==> src/rtl/tick_pkg.sv <==
package tick_pkg;

  typedef enum logic [2:0] {
    SEL_COUNT = 3'd0,
    SEL_SUP   = 3'd1,
    SEL_HYP   = 3'd2,
    SEL_SOFT  = 3'd3,
    SEL_HPEND = 3'd4
  } regSel_e;

  typedef struct packed {
    logic ldSup;
    logic ldHyp;
  } cmpStrobes_t;

endpackage

==> src/rtl/tick_datapath.sv <==
module tick_datapath
  import tick_pkg::*;
#(
  parameter int DATA_W = 64,
  parameter int CNT_W  = 63
) (
  input  logic              clk,
  input  logic              rstN,
  input  cmpStrobes_t       strobes,
  input  logic [DATA_W-1:0] wrData,
  output logic [CNT_W-1:0]  count,
  output logic [DATA_W-1:0] supCmp,
  output logic [DATA_W-1:0] hypCmp,
  output logic              supEq,
  output logic              hypEq,
  output logic              wrLater
);
  localparam int VAL_W = DATA_W - 1;
  localparam logic [DATA_W-1:0] CMP_RESET = {1'b1, {VAL_W{1'b0}}};

  logic [VAL_W-1:0] countExt;
  assign countExt = VAL_W'(count);

  always_ff @(posedge clk) begin
    if (!rstN) count <= '0;
    else       count <= count + 1'b1;
  end

  always_ff @(posedge clk) begin
    if (!rstN) begin
      supCmp <= CMP_RESET;
      hypCmp <= CMP_RESET;
    end else begin
      if (strobes.ldSup) supCmp <= wrData;
      if (strobes.ldHyp) hypCmp <= wrData;
    end
  end

  assign supEq   = (supCmp[VAL_W-1:0] == countExt);
  assign hypEq   = (hypCmp[VAL_W-1:0] == countExt);
  assign wrLater = (wrData[VAL_W-1:0] > countExt);


  count_step_chk: assert property (@(posedge clk) disable iff (!rstN)
    1'b1 |=> count == CNT_W'($past(count) + 1'b1));

endmodule

==> src/rtl/tick_control.sv <==
module tick_control
  import tick_pkg::*;
#(
  parameter int DATA_W   = 64,
  parameter int SOFT_BIT = 16
) (
  input  logic              clk,
  input  logic              rstN,
  input  logic              wrEn,
  input  logic [2:0]        wrSel,
  input  logic [DATA_W-1:0] wrData,
  input  logic              threadHalted,
  input  logic              supEq,
  input  logic              hypEq,
  input  logic              wrLater,
  output cmpStrobes_t       strobes,
  output logic              supMatch,
  output logic              hypMatch,
  output logic              softTickPend,
  output logic              hypIntPend
);
  localparam int DIS_BIT = DATA_W - 1;

  regSel_e sel;
  logic    armOk;
  logic    supArmed, hypArmed;
  logic    ldSoft, ldHpend;

  assign sel           = regSel_e'(wrSel);
  assign strobes.ldSup = wrEn && (sel == SEL_SUP);
  assign strobes.ldHyp = wrEn && (sel == SEL_HYP);
  assign ldSoft        = wrEn && (sel == SEL_SOFT);
  assign ldHpend       = wrEn && (sel == SEL_HPEND);
  assign armOk         = !wrData[DIS_BIT] && wrLater;

  assign supMatch = supArmed && supEq;
  assign hypMatch = hypArmed && hypEq && !threadHalted;

  always_ff @(posedge clk) begin
    if (!rstN) begin
      supArmed <= 1'b0;
      hypArmed <= 1'b0;
    end else begin
      if (strobes.ldSup)  supArmed <= armOk;
      else if (supEq)     supArmed <= 1'b0;
      if (strobes.ldHyp)  hypArmed <= armOk;
      else if (hypEq)     hypArmed <= 1'b0;
    end
  end

  always_ff @(posedge clk) begin
    if (!rstN) begin
      softTickPend <= 1'b0;
      hypIntPend   <= 1'b0;
    end else begin
      if (supMatch)     softTickPend <= 1'b1;
      else if (ldSoft)  softTickPend <= wrData[SOFT_BIT];
      if (hypMatch)     hypIntPend   <= 1'b1;
      else if (ldHpend) hypIntPend   <= wrData[0];
    end
  end


  sup_sets_flag_chk: assert property (@(posedge clk) disable iff (!rstN)
    supMatch |=> softTickPend);

  hyp_sets_flag_chk: assert property (@(posedge clk) disable iff (!rstN)
    hypMatch |=> hypIntPend);

  hyp_flag_hold_chk: assert property (@(posedge clk) disable iff (!rstN)
    (hypIntPend && !ldHpend) |=> hypIntPend);

  sup_once_chk: assert property (@(posedge clk) disable iff (!rstN)
    supMatch |=> !supMatch);

  hyp_once_chk: assert property (@(posedge clk) disable iff (!rstN)
    hypMatch |=> !hypMatch);

  sup_disable_chk: assert property (@(posedge clk) disable iff (!rstN)
    (strobes.ldSup && wrData[DIS_BIT]) |=> !supMatch);

endmodule

==> src/rtl/tick_cmp_timer.sv <==
module tick_cmp_timer
  import tick_pkg::*;
#(
  parameter int DATA_W   = 64,
  parameter int CNT_W    = 63,
  parameter int SOFT_BIT = 16
) (
  input  logic              clk,
  input  logic              rstN,
  input  logic              wrEn,
  input  logic [2:0]        wrSel,
  input  logic [DATA_W-1:0] wrData,
  input  logic [2:0]        rdSel,
  output logic [DATA_W-1:0] rdData,
  input  logic              threadHalted,
  output logic              supMatch,
  output logic              hypMatch,
  output logic              softTickPend,
  output logic              hypIntPend
);
  cmpStrobes_t       strobes;
  logic [CNT_W-1:0]  count;
  logic [DATA_W-1:0] supCmp, hypCmp;
  logic              supEq, hypEq, wrLater;

  tick_datapath #(.DATA_W(DATA_W), .CNT_W(CNT_W)) i_dp (
    .clk(clk), .rstN(rstN), .strobes(strobes), .wrData(wrData),
    .count(count), .supCmp(supCmp), .hypCmp(hypCmp),
    .supEq(supEq), .hypEq(hypEq), .wrLater(wrLater)
  );

  tick_control #(.DATA_W(DATA_W), .SOFT_BIT(SOFT_BIT)) i_ctrl (
    .clk(clk), .rstN(rstN), .wrEn(wrEn), .wrSel(wrSel), .wrData(wrData),
    .threadHalted(threadHalted), .supEq(supEq), .hypEq(hypEq),
    .wrLater(wrLater), .strobes(strobes), .supMatch(supMatch),
    .hypMatch(hypMatch), .softTickPend(softTickPend), .hypIntPend(hypIntPend)
  );

  always_comb begin
    rdData = '0;
    case (regSel_e'(rdSel))
      SEL_COUNT: rdData = DATA_W'(count);
      SEL_SUP:   rdData = supCmp;
      SEL_HYP:   rdData = hypCmp;
      SEL_SOFT:  rdData[SOFT_BIT] = softTickPend;
      SEL_HPEND: rdData[0] = hypIntPend;
      default:   rdData = '0;
    endcase
  end

endmodule

==> config.mk <==
export PLATFORM = sky130hd
export DESIGN_NAME = tick_cmp_timer
export DESIGN_NICKNAME = d
export VERILOG_FILES = /design/src/rtl/tick_pkg.sv /design/src/rtl/tick_datapath.sv /design/src/rtl/tick_control.sv /design/src/rtl/tick_cmp_timer.sv
export SDC_FILE = /design/constraint.sdc
export NUM_CORES = 1
export LEC_CHECK = 0
export ABC_AREA = 1
export BUFFER_PORTS_ARGS = -buffer_cell sky130_fd_sc_hd__buf_2
export CAP_MARGIN = 30
export CORE_MARGIN = 1
export CORE_UTILIZATION = 55
export DETAILED_ROUTE_END_ITERATION = 6
export GPL_TIMING_DRIVEN = 0
export PLACE_DENSITY = 0.8
export SLEW_MARGIN = 20
export SYNTH_ARGS = -nofsm -noshare
export SYNTH_HDL_FRONTEND = slang
export SYNTH_HIERARCHICAL = 1
export SYNTH_SLANG_ARGS = --single-unit
export TNS_END_PERCENT = 30
==> constraint.sdc <==
create_clock -name clk -period 2.8 [get_ports clk]
set_input_delay 0.14 -clock clk [delete_from_list [all_inputs] [get_ports clk]]
set_output_delay 0.14 -clock clk [all_outputs]
set_load 0.02 [all_outputs]
==> results.md <==
Clocking:
- The later-pin clock latency in the skew report is 0.45 ns.
- Counting along the longest clock path gives a buffer depth of 2.
- The clock root buffer is clkbuf_16.
- The TritonCTS clock tree is built.
- The clock net sink count is 195.
- The number of buffers inserted during clock tree synthesis is 17.
- Clock-pin slew was measured on the worst setup and hold paths at 0.08 ns.
- The H-tree depth is 4.

Pwr:
- The sum of internal, switching and leakage power is 0.00625 W.
- Summed over all cells, the static leakage comes to 7.03 nW.
- The worst-case vdd ir drop is 0.305 mV.
- In this run the power density over the cells is 411 nW/µm².

Setup path:
- The critical path data arrival time is 3.20 ns.
- The worst-path maximum fanout is 6.
- The launch point of the critical path is i_dp/count[16].
- The nature of the critical path endpoint is a flop.
- The required arrival time at the worst endpoint is 3.19 ns.
- The critical path goes through inv_1 -> ha_1 -> nand3_1 -> nor3_1 -> and2_1 -> nand2_1 -> nand2_1 -> nand2_1 -> a21oi_1 -> nand2_1 -> nand4_1 -> nand2_1 -> nor2_1.
- The critical register-to-register path startpoint is i_dp/count[16].
- The worst setup path is of the flop to flop kind.
- The slowest stage cell on the critical path is dfxtp_1.
- The worst setup path is launched from a flop.
- On the worst path, the slowest cell contributes a delay of 0.60 ns.
- The cell occurring most often along the worst timing path is nand2_1.

Final layout:
- For this run, the share of the core covered by cells in the final layout is 66.6%.
- The library cells used most frequently in the layout, excluding fill and tap cells, are nand2_1 (467), nor2_1 (362), dfxtp_1 (195).
- The post-route netlist has 14.1% of its cells at a drive strength greater than 1.
- The number of diodes added for antenna fixing is 0.
- The area of all placed cells without fillers is 15200 µm².
- The multi-input combinational cells in the finished layout cover a total of 8030 µm².
- The final cell count without fillers is 2530.
- The layout has 2111 filler cells.
- The commonest non-fill, non-tap cell in the layout is nand2_1.
- The number of nets in the layout is 2343.
- The growth of design area from synthesis to finish is 17.9%.
- Registers take 3900 µm².

Place:
- The total placed instance area is 14000 µm².
- After legalization and detailed placement, the total HPWL measured 37200 µm.
- The routability congestion estimate is 1.02.
- The count of buffers inserted at the top-level ports is 139.
- After detailed placement, the design holds a cell count of 2440.

Synthesis:
- The simple-gate area share of the yosys netlist is 39.1%.
- After synthesis, the cell types taking the most area are dfxtp_1 (30%), nand2_1 (14%), nor2_1 (11%), ha_1 (6.2%), o21ai_0 (5.9%).
- The share of the synthesized area in compound gates (AO/OA/AOI/OAI) is 9.36%.
- The number of register bits inferred by synthesis is 195.
- Summing the areas of all xor and xnor instances in the mapped netlist gives 7.26% of the synthesized area.
- The share of cell area taken by muxes after synthesis is 0%.
- The gate count after technology mapping is 1988.
- The number of enable flip-flop cells after synthesis is 0.
- The share of the yosys chip area belonging to registers is 30.2%.
- After synthesis, the share of flip-flops with an asynchronous set or reset is 0%.
- The number of nets in the synthesized netlist is 2126.
- The count of cell types in the netlist is 40.
- The synthesis warning total is 6.
- For this run, the leading register cell type out of synthesis is dfxtp_1.
- The mapped netlist covers 12900 µm².
- The largest family of logic cells by synthesized area is simple AND/OR/NAND/NOR gates.
- The mean area per synthesized cell is 6.49 µm².
- The leading area contributor after synthesis is dfxtp_1.
- The area share of the largest cell type after synthesis is 30.2%.
- The share of synthesized cell area in full adder, half adder and majority cells is 6.20%.

Detailed routing:
- The routed layout has 14500 vias.
- The first TritonRoute pass finished after 7 iterations.
- The highest signal layer in the routed design is met4.
- Summed over all layers, the routed wires come to 48600 µm.
- The met1 wire length is 19800 µm.
- After detailed routing, the number of remaining DRC violations is 0.
- Dividing the detail-routed via count by the number of cells gives 5.72.
- The length of routed met3 wiring is 5060 µm.
- After the first detailed-routing iteration, the DRC count stood at 1661.
- The average wire per standard cell is 19.2 µm.
- The detail route stage leaves a number of antenna-violating nets equal to 0.
- Wire segments on met2 add up to 21400 µm in the final route.

Status:
- The checks that failed: negative setup slack.
- The run finished, with violations left.

Floorplan:
- The floorplan has 55 rows.
- The die covers 24100 µm².
- The die is 155 µm wide.
- The core region is 22800 µm².
- For this configuration, the core starts out at a cell density of 56.5%.
- The overall die height is 155 µm.
- During I/O placement, the number of pins put on the boundary was 142.

STA:
- The final hold violation count was 0.
- Setup violations remaining at the end of the flow were counted as 2.
- For the pin with the worst max-slew slack, the measured transition is 1.08 ns.
- Static timing analysis puts the maximum clock frequency at 0.356 GHz.
- For the final routed database, the setup TNS stands at -0.0174 ns.
- Measured against its own limit, the worst slew margin works out to 28.0%.
- The time the final worst path needs with I/O delays and setup is 2.81 ns.
- Setup repair after global routing left no endpoint under its margin.
- Dividing the final minimum period by the clock period gives 100%.
- Clock skew on the completed layout was measured at 0.00973 ns.
- The number of pins with negative max-slew slack in the final report came to 0.
- The final worst-path setup slack is -0.0116 ns.

Global route:
- Across every metal layer, demand over resource in global routing totals 40.6%.
- The number of global-route vias before repair was 13500.
- The remaining global-route overflow is 0.
- The number of antenna violations at the first check in global routing is 1.
- The first global-routing pass estimated 73900 µm of wire.
- The largest net degree at the start of global routing is 19.

Run:
- The total of max-cap violations is 0.

Min path:
- The launch point of the worst hold path is wrData[3].
- The class of the tightest hold or removal check is input pin to flop.
[timing repair]
item / CTS / global route
buffers inserted: 0 / 0
hold buffers: 60 / 0
endpoints found under the setup margin: 1 / 4
hold endpoints to repair: 114 / 0
gates resized for setup: 1 / 10
gates cloned: 0 / 0
[final timing paths]
check	end	slack (ns)	cells past startpoint
max reg2reg	i_ctrl/hypArmed	-0.01	13
max	i_ctrl/hypArmed	-0.01	13
min	i_dp/supCmp[3]	0.02	3
min reg2reg	i_dp/supCmp[63]	0.48	2
[state kept, by name (all words and copies together) (netlist names)]
signal	count
i_dp/hypCmp	64
i_ctrl/hypArmed	1
i_dp/supCmp	64
i_ctrl/supArmed	1
i_ctrl/hypIntPend	1
i_ctrl/softTickPend	1
i_dp/count	63
[where the power goes]
part	total [W]	internal [W]	switching, W	leakage, nW
Combinational	0.000842	0.000313	0.000529	5.17
Sequential	0.00291	0.00284	0.0000679	1.58
Clock	0.00250	0.00125	0.00125	0.272
Total	0.00625	0.00441	0.00185	7.03
[critical path, delay by kind of cell (launching register included)]
kind	cells	cell delay, ns
fa+ha+maj	1	0.32
compound gates	1	0.19
buf+inv	1	0.15
simple gates	10	1.49
flops	1	0.60
[through the flow]
stage	setup WS, ns	hold WS (ns)
3_3_place_gp	0.113	0.399
6_report	-0.0116	0.0159
4_1_cts	0.0309	0.00122
2_1_floorplan	0.872	0.238
3_5_place_dp	0.113	0.408
5_1_grt	0.00228	0.00745
[synthesized netlist by cell type (6+ instances only)]
cell type and number:
nor3_2 11, o21ai_0 151, nand4_1 44, xor2_1 62
a21oi_1 77, ha_1 64, or2_2 21, buf_6 7
dfxtp_1 195, inv_1 138, xnor2_1 45, nand2_2 12
nand2_1 467, nor2_2 17, nor3b_1 6, inv_2 14
clkbuf_2 6, nor3_1 40, nand3_2 9, nor2_1 364
buf_2 16, clkbuf_1 58, nand3_1 123, nor2_4 6
[final cells by class]
cell class | instances | share of cell area [%]
plain buffers | 91 | 2.88
well taps | 313 | 2.57
inverters | 152 | 3.75
repair buffers | 200 | 8.62
multi-input cells | 1548 | 52.8
flip-flops and latches | 195 | 25.7
clock buffers | 17 | 2.80
clock inverters | 14 | 0.946
[per-layer routing]
metal / GRT usage (%) / up-vias
met4: 19.5 / 0
li1: - / 6824
met2: 64.3 / 783
met5: 0 / -
met1: 52.9 / 6740
met3: 7.99 / 112
[kinds of logic (layout without fill, tap and decap cells)]
group                    after synthesis  in the layout
AND/OR/NAND/NOR                     1139           1139
flip-flops                           195            195
buffers and inverters                245            474
XOR/XNOR                             107            107
adder cells (fa/ha/maj)               64             64
AO/OA/AOI/OAI                        238            238
No activity file was read; power rests on OpenSTA's default activity.
